**src/rtl/ext_irq_pkg.sv**
```systemverilog
package ext_irq_pkg;
  localparam int unsigned CH_N     = 2;
  localparam int unsigned CH_W     = (CH_N > 1) ? $clog2(CH_N) : 1;
  localparam int unsigned CTL_W    = 2 * CH_N;
  localparam int unsigned BYTE_W   = 8;
  localparam int unsigned VEC_W    = 16;
  localparam int unsigned GLB_BIT  = 7;
  localparam logic [VEC_W-1:0]  VEC_BASE = 16'h0003;
  localparam logic [VEC_W-1:0]  VEC_STEP = 16'h0010;
  localparam logic [BYTE_W-1:0] BIT_BASE = 8'h88;

  function automatic logic [VEC_W-1:0] vec_of(input int unsigned ch);
    return VEC_BASE + VEC_W'(VEC_STEP * ch);
  endfunction
endpackage

```
**src/rtl/ext_irq_chan.sv**
```systemverilog
module ext_irq_chan (
  input  logic clk,
  input  logic rst,
  input  logic pin_n,
  input  logic mode_we,
  input  logic mode_wd,
  input  logic flag_we,
  input  logic flag_wd,
  input  logic ack_clr,
  output logic mode_q,
  output logic flag_q,
  output logic flag_d
);
  logic prev_q;
  logic fall;
  logic set_hw;

  assign fall   = prev_q & ~pin_n;
  assign set_hw = mode_q ? fall : ~pin_n;

  always_comb begin
    if (set_hw)                 flag_d = 1'b1;
    else if (flag_we)           flag_d = flag_wd;
    else if (ack_clr && mode_q) flag_d = 1'b0;
    else                        flag_d = flag_q;
  end

  always_ff @(posedge clk) begin
    if (rst) begin
      prev_q <= 1'b1;
      mode_q <= 1'b0;
      flag_q <= 1'b0;
    end else begin
      prev_q <= pin_n;
      flag_q <= flag_d;
      if (mode_we) mode_q <= mode_wd;
    end
  end


  level_set_chk: assert property (@(posedge clk) disable iff (rst)
    (!mode_q && !pin_n) |=> flag_q);

  edge_set_chk: assert property (@(posedge clk) disable iff (rst)
    (mode_q && prev_q && !pin_n) |=> flag_q);

  edge_quiet_chk: assert property (@(posedge clk) disable iff (rst)
    (mode_q && !(prev_q && !pin_n) && !flag_q && !flag_we) |=> !flag_q);

  edge_ack_chk: assert property (@(posedge clk) disable iff (rst)
    (mode_q && ack_clr && !(prev_q && !pin_n) && !flag_we) |=> !flag_q);
endmodule

```
**src/rtl/ext_irq_arb.sv**
```systemverilog
module ext_irq_arb
  import ext_irq_pkg::*;
#(
  parameter int unsigned N = CH_N,
  parameter int unsigned W = CH_W
) (
  input  logic             clk,
  input  logic             rst,
  input  logic [N-1:0]     pend_d,
  output logic             irq_req,
  output logic [VEC_W-1:0] irq_vec,
  output logic [W-1:0]     irq_ch
);
  logic [W-1:0]     sel;
  logic [VEC_W-1:0] vec_d;

  always_comb begin
    sel   = '0;
    vec_d = '0;
    for (int ch = int'(N) - 1; ch >= 0; ch--) begin
      if (pend_d[ch]) begin
        sel   = W'(ch);
        vec_d = vec_of(ch);
      end
    end
  end

  always_ff @(posedge clk) begin
    if (rst) begin
      irq_req <= 1'b0;
      irq_vec <= '0;
      irq_ch  <= '0;
    end else begin
      irq_req <= |pend_d;
      irq_vec <= vec_d;
      irq_ch  <= sel;
    end
  end


  idle_vec_chk: assert property (@(posedge clk) disable iff (rst)
    !irq_req |-> (irq_vec == '0));

  busy_vec_chk: assert property (@(posedge clk) disable iff (rst)
    irq_req |-> (irq_vec == vec_of(0) || irq_vec == vec_of(1)));
endmodule

```
**src/rtl/ext_irq_unit.sv**
```systemverilog
module ext_irq_unit
  import ext_irq_pkg::*;
(
  input  logic              clk,
  input  logic              rst,
  input  logic [CH_N-1:0]   pin_n,
  input  logic              ctl_we,
  input  logic [BYTE_W-1:0] ctl_wdata,
  input  logic              bit_we,
  input  logic [BYTE_W-1:0] bit_addr,
  input  logic              bit_wdata,
  input  logic              ien_we,
  input  logic [BYTE_W-1:0] ien_wdata,
  input  logic              irq_ack,
  output logic [CTL_W-1:0]  ctl_q,
  output logic              irq_req,
  output logic [VEC_W-1:0]  irq_vec
);
  logic [CH_N-1:0]   mode_q, flag_q, flag_d, loc_q, loc_d, pend_d;
  logic [CH_W-1:0]   irq_ch;
  logic              glb_q, glb_d;
  logic [BYTE_W-1:0] used_ien;
  logic              wdata_unused;

  always_comb begin
    used_ien = '0;
    used_ien[GLB_BIT] = 1'b1;
    for (int ch = 0; ch < int'(CH_N); ch++) used_ien[2*ch] = 1'b1;
  end
  assign wdata_unused = ^(ien_wdata & ~used_ien) ^ ^ctl_wdata[BYTE_W-1:CTL_W];

  assign glb_d = ien_we ? ien_wdata[GLB_BIT] : glb_q;

  always_ff @(posedge clk) begin
    if (rst) begin
      glb_q <= 1'b0;
      loc_q <= '0;
    end else begin
      glb_q <= glb_d;
      loc_q <= loc_d;
    end
  end

  for (genvar ch = 0; ch < CH_N; ch++) begin : g_ch
    localparam logic [BYTE_W-1:0] A_MODE = BIT_BASE + BYTE_W'(2 * ch);
    localparam logic [BYTE_W-1:0] A_FLAG = BIT_BASE + BYTE_W'(2 * ch + 1);
    logic hit_m, hit_f;

    assign hit_m     = bit_we && (bit_addr == A_MODE);
    assign hit_f     = bit_we && (bit_addr == A_FLAG);
    assign loc_d[ch] = ien_we ? ien_wdata[2*ch] : loc_q[ch];
    assign pend_d[ch] = flag_d[ch] & loc_d[ch] & glb_d;
    assign ctl_q[2*ch]   = mode_q[ch];
    assign ctl_q[2*ch+1] = flag_q[ch];

    ext_irq_chan i_chan (
      .clk     (clk),
      .rst     (rst),
      .pin_n   (pin_n[ch]),
      .mode_we (ctl_we | hit_m),
      .mode_wd (hit_m ? bit_wdata : ctl_wdata[2*ch]),
      .flag_we (ctl_we | hit_f),
      .flag_wd (hit_f ? bit_wdata : ctl_wdata[2*ch+1]),
      .ack_clr (irq_ack && irq_req && (irq_ch == CH_W'(ch))),
      .mode_q  (mode_q[ch]),
      .flag_q  (flag_q[ch]),
      .flag_d  (flag_d[ch])
    );
  end

  ext_irq_arb #(.N(CH_N), .W(CH_W)) i_arb (
    .clk     (clk),
    .rst     (rst),
    .pend_d  (pend_d),
    .irq_req (irq_req),
    .irq_vec (irq_vec),
    .irq_ch  (irq_ch)
  );


  req_gate_chk: assert property (@(posedge clk) disable iff (rst)
    irq_req |-> (glb_q && |(flag_q & loc_q)));

  req_due_chk: assert property (@(posedge clk) disable iff (rst)
    (glb_q && |(flag_q & loc_q)) |-> irq_req);

  prio_chk: assert property (@(posedge clk) disable iff (rst)
    (irq_req && flag_q[0] && loc_q[0]) |-> (irq_vec == vec_of(0)));
endmodule

```
**config.mk**
```make
export PLATFORM = sky130hd
export DESIGN_NAME = ext_irq_unit
export DESIGN_NICKNAME = d
export VERILOG_FILES = /design/src/rtl/ext_irq_pkg.sv /design/src/rtl/ext_irq_chan.sv /design/src/rtl/ext_irq_arb.sv /design/src/rtl/ext_irq_unit.sv
export SDC_FILE = /design/constraint.sdc
export NUM_CORES = 1
export LEC_CHECK = 0
export BUFFER_PORTS_ARGS = -buffer_cell sky130_fd_sc_hd__clkbuf_2
export CAP_MARGIN = 15
export CORE_MARGIN = 5
export CORE_UTILIZATION = 35
export DETAILED_ROUTE_END_ITERATION = 7
export GPL_ROUTABILITY_DRIVEN = 0
export PLACE_DENSITY = 0.83
export REMOVE_ABC_BUFFERS = 1
export SYNTH_ARGS = -nofsm -noshare
export SYNTH_HDL_FRONTEND = slang
export SYNTH_HIERARCHICAL = 1
export SYNTH_SLANG_ARGS = --single-unit
export TNS_END_PERCENT = 30
```
**constraint.sdc**
```tcl
create_clock -name clk -period 1.4 [get_ports clk]
set_clock_uncertainty 0.1 [all_clocks]
set_input_delay 0 -clock clk [delete_from_list [all_inputs] [get_ports clk]]
set_output_delay 0 -clock clk [all_outputs]
set_load 0.01 [all_outputs]
```
[Yosys cells after proc, flatten, opt, wreduce, memory -nomap -nowiden]
Cells that the tools add are included.
Word-level totals
  register bits: 16
  output and inout bits: 21
Operators by class
  equality and inequality tests: 4
  mux-type cells: 18
  bitwise operators: 13
  reduce and logical (&&, ||, !) cells: 11
Operators by type and width (count)
  $eq 8x8->1 const B: 4
  $mux 1: 16
  $logic_and 1x1->1: 9
  $and 1x1->1: 6
  $mux 5: 1
  $or 1x1->1: 4
  $reduce_or 2->1: 2
  $not 1->1: 3
  $mux 2: 1

[Logic depth before layout (Yosys ltp)]
Gate-level depths: netlist of run 1.
  depth in word-level cells: 10
  depth in mapped cells: 7
  gate-level depth less buffers: 7

[Cells and area by module]
Netlist of run 1, hierarchy kept.
By module, submodules not included
  ext_irq_unit: times used 1, cells each 35, area an instance 304.0 sq um
  ext_irq_chan: times used 2, cells each 13, area an instance 117.6 sq um
  ext_irq_arb: times used 1, cells each 21, area an instance 186.4 sq um

[Worst setup path after synthesis of run 1]
Ideal clock, no wire load.
  path kind: input port to flip-flop
  start point: input bit_addr[6]
  end point: register i_arb.irq_req
  setup time: 0.115 ns
  arrival: 1.126 ns
  setup slack: 0.059 ns
  cell stages on the path: 7
  buffers on the path: 0
  cells stage by stage: and4bb_2 > nand4b_1 > mux2_2 > nand2_1 > nand3_1 > and2_1 > o21ba_1
On the way
  longest elaborated chain between the ends: 8
  elaborated cells on any way between the ends: 17
  classes of those cells: 2 x eq/ne; 6 x mux; 6 x bitwise; 3 x reduce/logical
Ends and longest elaborated chain
  from (decl): RTL line ext_irq_unit.sv:10  | input logic [BYTE_W-1:0] bit_addr,
  $eq 8x8->1 (*): RTL line ext_irq_unit.sv:50  | assign hit_f = bit_we && (bit_addr == A_FLAG);
  $logic_and 1x1->1 (*): RTL line ext_irq_unit.sv:50
  $mux 1 or $or 1x1->1 (tied branches): RTL line ext_irq_unit.sv:63, ext_irq_unit.sv:62
  $mux 1 (*): RTL line ext_irq_chan.sv:23  | else if (flag_we) flag_d = flag_wd;
  $mux 1 (*): RTL line ext_irq_chan.sv:22  | if (set_hw) flag_d = 1'b1;
  net flag_d[0]: RTL line ext_irq_unit.sv:19  | logic [CH_N-1:0] mode_q, flag_q, flag_d, loc_q, loc_d, pend_d;
  $and 1x1->1 (*) (2 in a row): RTL line ext_irq_unit.sv:52  | assign pend_d[ch] = flag_d[ch] & loc_d[ch] & glb_d;
  net pend_d[0]: RTL line ext_irq_unit.sv:19
  $reduce_or 2->1 (*): RTL line ext_irq_arb.sv:34  | irq_req <= |pend_d;
  to (signal assigned): RTL line ext_irq_arb.sv:34
  to (decl): RTL line ext_irq_arb.sv:10  | output logic irq_req,
The timed path passes the listed nets; every way through them passes the cells marked *.
A chain may end at the register's enable or synchronous reset.

[Worst setup path after layout of run 1]
  start point: input ien_wdata[2]
  end point: register loc_q[1]
On the way
  longest elaborated chain between the ends: 1
Ends and longest elaborated chain
  from (decl): RTL line ext_irq_unit.sv:13  | input logic [BYTE_W-1:0] ien_wdata,
  $mux 1: RTL line ext_irq_unit.sv:51  | assign loc_d[ch] = ien_we ? ien_wdata[2*ch] : loc_q[ch];
  to (signal assigned): RTL line ext_irq_unit.sv:40  | loc_q <= loc_d;
  to (decl): RTL line ext_irq_unit.sv:19
Every way passes these cells.

==> results.toml, run 1 <==
[layout]
fill_cells = 204
final_util_pct = 48.6
multi_input_area_sq_um = 419
nets = 155
final_area_sq_um = 953
antenna_cells = 0
seqCellArea_sq_um = 221
drive_gt1_share_pct = 37.2
syn2layout_area_growth_pct = 31.4

[setup_path]
arrival_ps = 1380
startpoint = "ien_wdata[2]"
crit_path_end_kind = "flop"
reg2reg_to = "i_arb/irq_req"
timing.rr.start = "i_arb/irq_req"
startpoint_type = "input port"
crit_fanout = 2
cp.required_ps = 1450
endpoint = "loc_q[1]"
timing_worst_setup_path_type = "in2reg"
ff2ff_setup_slack_ps = 140
rr_worst_depth = 7

[drt]
postRouteWirelength_microns = 1600
drc = 0
ant_nets = 0
num_vias = 661
wl_per_cell_microns = 10.8
first_pass_iters = 2
avgViaCountPerCell = 4.47
drt_iter0_drc = 5

[place]
dp.final_hpwl_microns = 1300
dp_slack_ps = -113
portBuffers = 31
placed_area_sq_um = 836

[yosys]
synth_flop_cell = "dfxtp_1"
yosys.area.top_type = "dfxtp_1"
ys_ff_latch = 11
syn_inst = 82
yosys.area.top_type_share_pct = 30.3
yosysSeqAreaShare_pct = 30.3
synth_common_cells = "buf_4 (16), dfxtp_1 (11), nand2_1 (7)"
synthTopCellsByArea = "dfxtp_1 (30%), buf_4 (17%), mux2i_1 (6.9%)"
avgSynthCellArea_sq_um = 8.85
synth_edf_count = 0
synth_warnings = 6
yosys.cell_types.count = 26
syn_area_sq_um = 726
synthArstFlopShare_pct = 0
yosysMostFrequentCell = "buf_4"

[clocking]
cts_tree = "built"
path_clk_slew_ps = 70
root_buffer = "clkbuf_4"
cts_made_buffers = 3
cts_sinks = 11
h-tree-depth = 1
cts.path.max_buffers = 2
clk_latency_ps = 260

[power]
peakVddDrop_uv = 333
intPower_uw = 528
power.density_mw_per_mm2 = 757
clkPwrFrac_pct = 29.8
p_leak_nw = 0.503
swShare_pct = 26.8
p_switching_uw = 194
seq_power_share_pct = 47.6
power_frac_comb_pct = 22.6

[floorplanning]
initial_utilization_pct = 37.0
rows = 16
core_sq_mm = 0.00196
die_w_microns = 55.5
dieArea_sq_mm = 0.00308
die_y_microns = 55.5
boundaryPins = 54

[sta]
max_freq_ghz = 0.753
setup_ws_ps = 71.5
setup_viol = 0
rsz0062_at_grt = "no"
hold_ws_ps = 0.291
finalCritPeriodShare_pct = 94.9
finalMaxSlewViolations = 0
hold_viol_final = 0
period_minus_slack_ps = 1330
tns_ps = 0

[grt]
grt.total_usage_pct = 11.2
grt_pass1_wl_microns = 2780
grt_start_max_net_pins = 12
grt_pass1_vias = 640
overflow = 0
grt_antenna_before_repair = 0

[status]
status = "complete, no violations"

[job]
drv_cap = 0

[min_path]
hp-class = "in2reg"
## cells in the final DEF (no fill, tap or decap), types with 2 or more instances in the layout
cell type	n
clkbuf_2	30
o21ai_0	2
mux2_2	3
dfxtp_1	10
inv_1	2
clkbuf_4	3
nor2_1	6
or2b_1	3
or2_2	3
nand3_1	4
a21o_1	2
a31oi_1	2
conb_1	13
nand3b_1	2
nand2_1	7
nand4b_1	2
and2_1	2
dlygate4sd3_1	9
mux2i_1	5
## critical path, stage by stage
cell	delay, ps
dlygate4sd3_1	530
clkbuf_2	120
mux2i_1	130
nor2_1	50
dlygate4sd3_1	550
## repair_timing
| action | in CTS | in global routing |
|---|---|---|
| setup endpoints to repair | 0 | 3 |
| buffers inserted | 0 | 0 |
| gates resized for setup | 0 | 2 |
| hold buffers | 9 | 0 |
| endpoints found under the hold margin | 10 | 0 |
## stage by stage
| stage | std cells | power [mW] |
|---|---|---|
| after floorplan | 77 | 0.423 |
| after global routing | 148 | 0.769 |
| after CTS | 148 | 0.730 |
| after global placement | 135 | 0.486 |
| after detailed placement | 135 | 0.491 |
| final | 148 | 0.721 |
## flip-flops by register name, indices dropped and copies added (netlist names)
register	count
g_ch.i_chan/mode_q	2
g_ch.i_chan/prev_q	2
glb_q	1
loc_q	2
g_ch.i_chan/flag_q	2
i_arb/irq_vec	1
i_arb/irq_req	1
## cell families after synthesis
family	Yosys count	synth area share [%]
mux	9	13.6
buf+inv	19	18.1
other cells	1	0.517
flops	11	30.3
compound gates	7	6.55
simple gates	35	30.9
## layer usage
metal / track usage, % / part of all wire, % / vias up
met5: 0 / 0 / -
met4: 6.25 / 1.9 / 0
met3: 4.43 / 12 / 4
met2: 20.3 / 48 / 33
met1: 10.7 / 38 / 289
li1: - / - / 335
## power by group through the flow
stage               clock network [mW]  registers (mW)  logic, mW
floorplan                            0           0.354     0.0690
global placement                     0           0.349      0.137
detailed placement                   0           0.350      0.141
CTS                              0.223           0.343      0.164
global route                     0.240           0.346      0.183
finish                           0.215           0.343      0.163
## layout make-up
type | instances | area share (%)
Clock buffer | 4 | 2.76
Sequential cell | 11 | 23.2
Tap cell | 27 | 3.54
Multi-Input combinational cell | 64 | 44.0
Timing Repair Buffer | 40 | 25.7
Inverter | 2 | 0.787
## worst min-delay path by stage
stage / start / end / slack [ps] / depth (start not counted)
after floorplan: rst / g_ch[0].i_chan/flag_q / -30 / 1
after global placement: pin_n[0] / g_ch[0].i_chan/prev_q / 110 / 2
after detailed placement: pin_n[0] / g_ch[0].i_chan/prev_q / 110 / 2
after CTS: ctl_wdata[2] / g_ch[1].i_chan/mode_q / 4 / 4
after global routing: ctl_wdata[0] / g_ch[0].i_chan/mode_q / 50 / 4
final: ctl_wdata[2] / g_ch[1].i_chan/mode_q / 0.3 / 4
Power figures use the tool's default switching activity.
==> run 2: changes to the inputs <==
CORE_MARGIN = default   (was 5)
==> run 2 against run 1 <==
  * The run now ends with hold timing left
  * Cell count stayed put
  * Clock power hardly changed
  * Combinational power hardly changed
  * Routed wire length is 12% lower
  * Global-route usage is 3.3 points higher
  * Core utilization is 0.19 points lower
  * Sequential power hardly changed
  * Non-clock buffer count stayed put
  * Sequential cell count stayed put
  * Critical endpoint unchanged
  * Critical path type unchanged
  * First-iteration DRC count is 40% higher
  * Hold slack worse by 4.6 ps
  * Sequential share of layout area hardly changed
  * Largest cell class unchanged
==> results.toml, run 2 (synthesized netlist as in run 1, its figures left out) <==
[status]
status = "complete, but fails checks"
violations = "hold timing"

[clocking]
cts_tree = "built"
cts_sinks = 11
path_clk_slew_ps = 70
h-tree-depth = 1
root_buffer = "clkbuf_4"
cts.path.max_buffers = 2
clk_latency_ps = 260
cts_made_buffers = 3

[sta]
finalMaxSlewViolations = 0
setup_viol = 0
finalCritPeriodShare_pct = 95.3
hold_ws_ps = -4.27
hold_viol_final = 1
max_freq_ghz = 0.750
period_minus_slack_ps = 1330
rsz0062_at_grt = "no"

[place]
dp.final_hpwl_microns = 1140
portBuffers = 31
placed_area_sq_um = 843

[setup_path]
startpoint_type = "input port"
ff2ff_setup_slack_ps = 90
rr_worst_depth = 7
timing_worst_setup_path_type = "in2reg"
crit_path_end_kind = "flop"
arrival_ps = 1390
endpoint = "loc_q[1]"
reg2reg_to = "i_arb/irq_req"
cp.required_ps = 1450
startpoint = "ien_wdata[2]"
timing.rr.start = "i_arb/irq_req"
crit_fanout = 2

[floorplanning]
core_sq_mm = 0.00196
boundaryPins = 54
initial_utilization_pct = 37.0
die_w_microns = 47.5
die_y_microns = 47.5
dieArea_sq_mm = 0.00226
rows = 16

[layout]
multi_input_area_sq_um = 419
seqCellArea_sq_um = 220
antenna_cells = 0
mostFrequentLayoutCell = "clkbuf_2"
drive_gt1_share_pct = 37.2
fill_cells = 196
mostFrequentLayoutCells = "clkbuf_2 (30), conb_1 (13), dfxtp_1 (11)"
final_util_pct = 48.4
nets = 155
final_area_sq_um = 950
syn2layout_area_growth_pct = 30.9

[grt]
grt.total_usage_pct = 14.6
grt_antenna_before_repair = 0
grt_start_max_net_pins = 12
overflow = 0
grt_pass1_wl_microns = 2240
grt_pass1_vias = 589

[drt]
postRouteWirelength_microns = 1410
drt_iter0_drc = 7
num_vias = 661
avgViaCountPerCell = 4.47
first_pass_iters = 3
wl_per_cell_microns = 9.55
ant_nets = 0
drc = 0

[min_path]
hp-class = "in2reg"
hold_start = "ien_we"

[power]
peakVddDrop_uv = 325
intPower_uw = 526
power.density_mw_per_mm2 = 754
power_frac_comb_pct = 22.5
p_switching_uw = 189
swShare_pct = 26.5
clkPwrFrac_pct = 29.7
seq_power_share_pct = 47.8
p_leak_nw = 0.505

[job]
drv_cap = 0
run 2: worst min path at each step:
stage               slack [ps]  depth (start not counted)               endpoint
floorplan                  -30                          1  g_ch[0].i_chan/flag_q
global placement           110                          2  g_ch[0].i_chan/prev_q
detailed placement         120                          2  g_ch[0].i_chan/prev_q
CTS                         10                          4  g_ch[1].i_chan/mode_q
global route                30                          4  g_ch[1].i_chan/mode_q
finish                      -4                          3               loc_q[0]
run 2: area by class of cell:
class,instances,area share (%)
Inverter,2,0.791
Timing Repair Buffer,40,25.6
Multi-Input combinational cell,64,44.1
Clock buffer,4,2.77
Tap cell,27,3.56
Sequential cell,11,23.2
run 2: stage by stage:
step           TNS [ps]  cells  setup slack [ps]  total power, mW
2_1_floorplan         0     77              1.47            0.423
3_3_place_gp       -114    136             -62.1            0.488
3_5_place_dp       -190    136              -119            0.491
4_1_cts               0    149              79.6            0.724
5_1_grt               0    148              2.97            0.762
6_report              0    148              66.4            0.716
run 2: routing by layer:
metal | global-route usage, % | wire length [microns]
met5 | 0 | 0
met2 | 28.8 | 680
met3 | 4.53 | 132
met4 | 8.33 | 31
met1 | 12.7 | 569
run 2: what timing repair did:
action                                  in CTS  in global routing
buffers inserted                             0                  0
endpoints found under the setup margin       0                  2
hold buffers                                 9                  0
hold endpoints to repair                    10                  0
resized for setup                            0                  1
run 2: critical path, cell delays in order:
cell           delay, ps
dlygate4sd3_1        530
clkbuf_2             120
mux2i_1              130
nor2_1                50
dlygate4sd3_1        560
run 2: power by group through the flow:
stage / logic, mW / clock network, mW / registers (mW)
after CTS: 0.164 / 0.219 / 0.342
final: 0.161 / 0.213 / 0.342
after global placement: 0.139 / 0 / 0.349
after detailed placement: 0.142 / 0 / 0.349
after floorplan: 0.0690 / 0 / 0.354
after global routing: 0.181 / 0.236 / 0.345
==> run 3: changes to the inputs <==
CORE_UTILIZATION = 39   (was 35)
PLACE_DENSITY = 0.87   (was 0.83)
clock period = 1.35 ns   (was 1.4 ns; I/O delays follow)
==> run 3 against run 2 <==
  * The run still ends with hold timing left
  * Sequential share of layout area down 0.10 points
  * Global-route usage up 1.5 points
  * Core utilization up 7.5 points
  * Sequential cell count unchanged
  * Clock power up 8%
  * Combinational power up 8%
  * Die area down 9.8%
  * Count of clock-buffer cells in the layout unchanged
  * Routed wire length up 11%
  * Critical path type is now reg2reg
  * Critical endpoint is now i_arb/irq_req
==> results.toml, run 3 (synthesized netlist as in run 1, its figures left out) <==
[setup_path]
timing_worst_setup_path_type = "reg2reg"
max_stage_delay_ps = 340
crit_slowest_cell = "dfxtp_2"
crit_fanout = 3
crit_path_end_kind = "flop"
arrival_ps = 1310
path_cells = "and3_1 > nand2_1 > nand3b_1 > nand3_1 > and2_1 > o21ba_1"
crit_buf_inv = 0
startpoint = "i_arb/irq_vec[4]"
rr_worst_depth = 6
cp.required_ps = 1410
crit_family = "simple AND/OR/NAND/NOR gates"
timing.rr.start = "i_arb/irq_vec[4]"
startpoint_type = "flop"
path_depth = 6

[layout]
antenna_cells = 0
mostFrequentLayoutCell = "clkbuf_2"
drive_gt1_share_pct = 38.5
final_util_pct = 55.9
fill_cells = 172
mostFrequentLayoutCells = "clkbuf_2 (31), conb_1 (13), dfxtp_1 (9)"
syn2layout_area_growth_pct = 32.9
nets = 156

[clocking]
cts_tree = "built"
cts_sinks = 11
cts_setup_buffers = 0
clk_latency_ps = 270
path_clk_slew_ps = 80
cts_made_buffers = 3
h-tree-depth = 1
cts.path.max_buffers = 2
root_buffer = "clkbuf_4"

[drt]
wl_per_cell_microns = 10.6
ant_nets = 0
dr_wl_met3_microns = 87
drt-met1-wl_microns = 624
drt_iter0_drc = 8
top_layer = "met4"
postRouteWirelength_microns = 1570
num_vias = 663
avgViaCountPerCell = 4.51
wl_met2_microns = 834
first_pass_iters = 4
drc = 0

[floorplanning]
die_w_microns = 45.1
dieArea_sq_mm = 0.00204
boundaryPins = 54
rows = 15
initial_utilization_pct = 42.0
core_sq_mm = 0.00173
die_y_microns = 45.1

[place]
dp.final_hpwl_microns = 1140
portBuffers = 31

[min_path]
whs_path_depth = 3
hp-class = "in2reg"
hold_start = "ien_we"

[grt]
grt_pass1_vias = 649
overflow = 0
grt_antenna_before_repair = 0
grt_pass1_wl_microns = 2370
grt_start_max_net_pins = 12
grt.total_usage_pct = 16.0

[job]
drv_cap = 0

[status]
violations = "hold timing"
status = "complete, but fails checks"

[sta]
period_minus_slack_ps = 1250
finalCritPeriodShare_pct = 92.7
finalMaxSlewViolations = 0
hold_ws_ps = -3.65
hold_viol_final = 1
rsz0062_at_grt = "yes"
tns_ps = 0
max_freq_ghz = 0.799
setup_viol = 0

[power]
peakVddDrop_uv = 464
p_leak_nw = 0.521
power.density_mw_per_mm2 = 788
==> run 3: stage by stage <==
step / cells / worst slack, ps / area, sq um / total power [mW]
final: 147 / 98.8 / 965 / 0.760
after global routing: 147 / -1.38 / 965 / 0.801
after CTS: 148 / 57.5 / 967 / 0.768
after detailed placement: 134 / -145 / 841 / 0.511
after global placement: 134 / -103 / 841 / 0.505
after floorplan: 77 / -48.5 / 647 / 0.439
==> run 3: area by class of cell <==
| class | count | area, sq um | area share, % |
|---|---|---|---|
| repair buffers | 41 | 258 | 26.7 |
| clock buffers | 4 | 26.3 | 2.72 |
| inverters | 2 | 7.51 | 0.778 |
| flip-flops and latches | 11 | 223 | 23.1 |
| multi-input cells | 64 | 419 | 43.5 |
| well taps | 25 | 31.3 | 3.24 |
==> run 3: final timing paths <==
check,slack [ps],to
worst min register to register,430,glb_q
worst max register to register,100,i_arb/irq_req
worst max-delay path,100,i_arb/irq_req
worst min-delay path,-4,glb_q
==> run 3: where the power goes <==
group	internal, mW	switching (mW)
registers	0.344	0.0116
clock network	0.114	0.117
logic	0.0926	0.0813
total	0.551	0.210
==> run 3: timing repair <==
action | 4_1_cts | 5_1_grt
endpoints found under the setup margin | 0 | 5
hold buffers | 10 | 0
gates resized for setup | 0 | 4
hold endpoints to repair | 10 | 0
==> run 3: per-layer routing <==
| layer | up-vias | track usage (%) |
|---|---|---|
| li1 | 330 | - |
| met3 | 4 | 2.80 |
| met4 | 0 | 9.09 |
| met2 | 28 | 31.9 |
| met5 | - | 0 |
| met1 | 301 | 14.9 |
==> run 3: worst min-delay path: stages <==
cell and delay [ps]:
clkbuf_2 170, mux2i_1 90, nor2_1 70
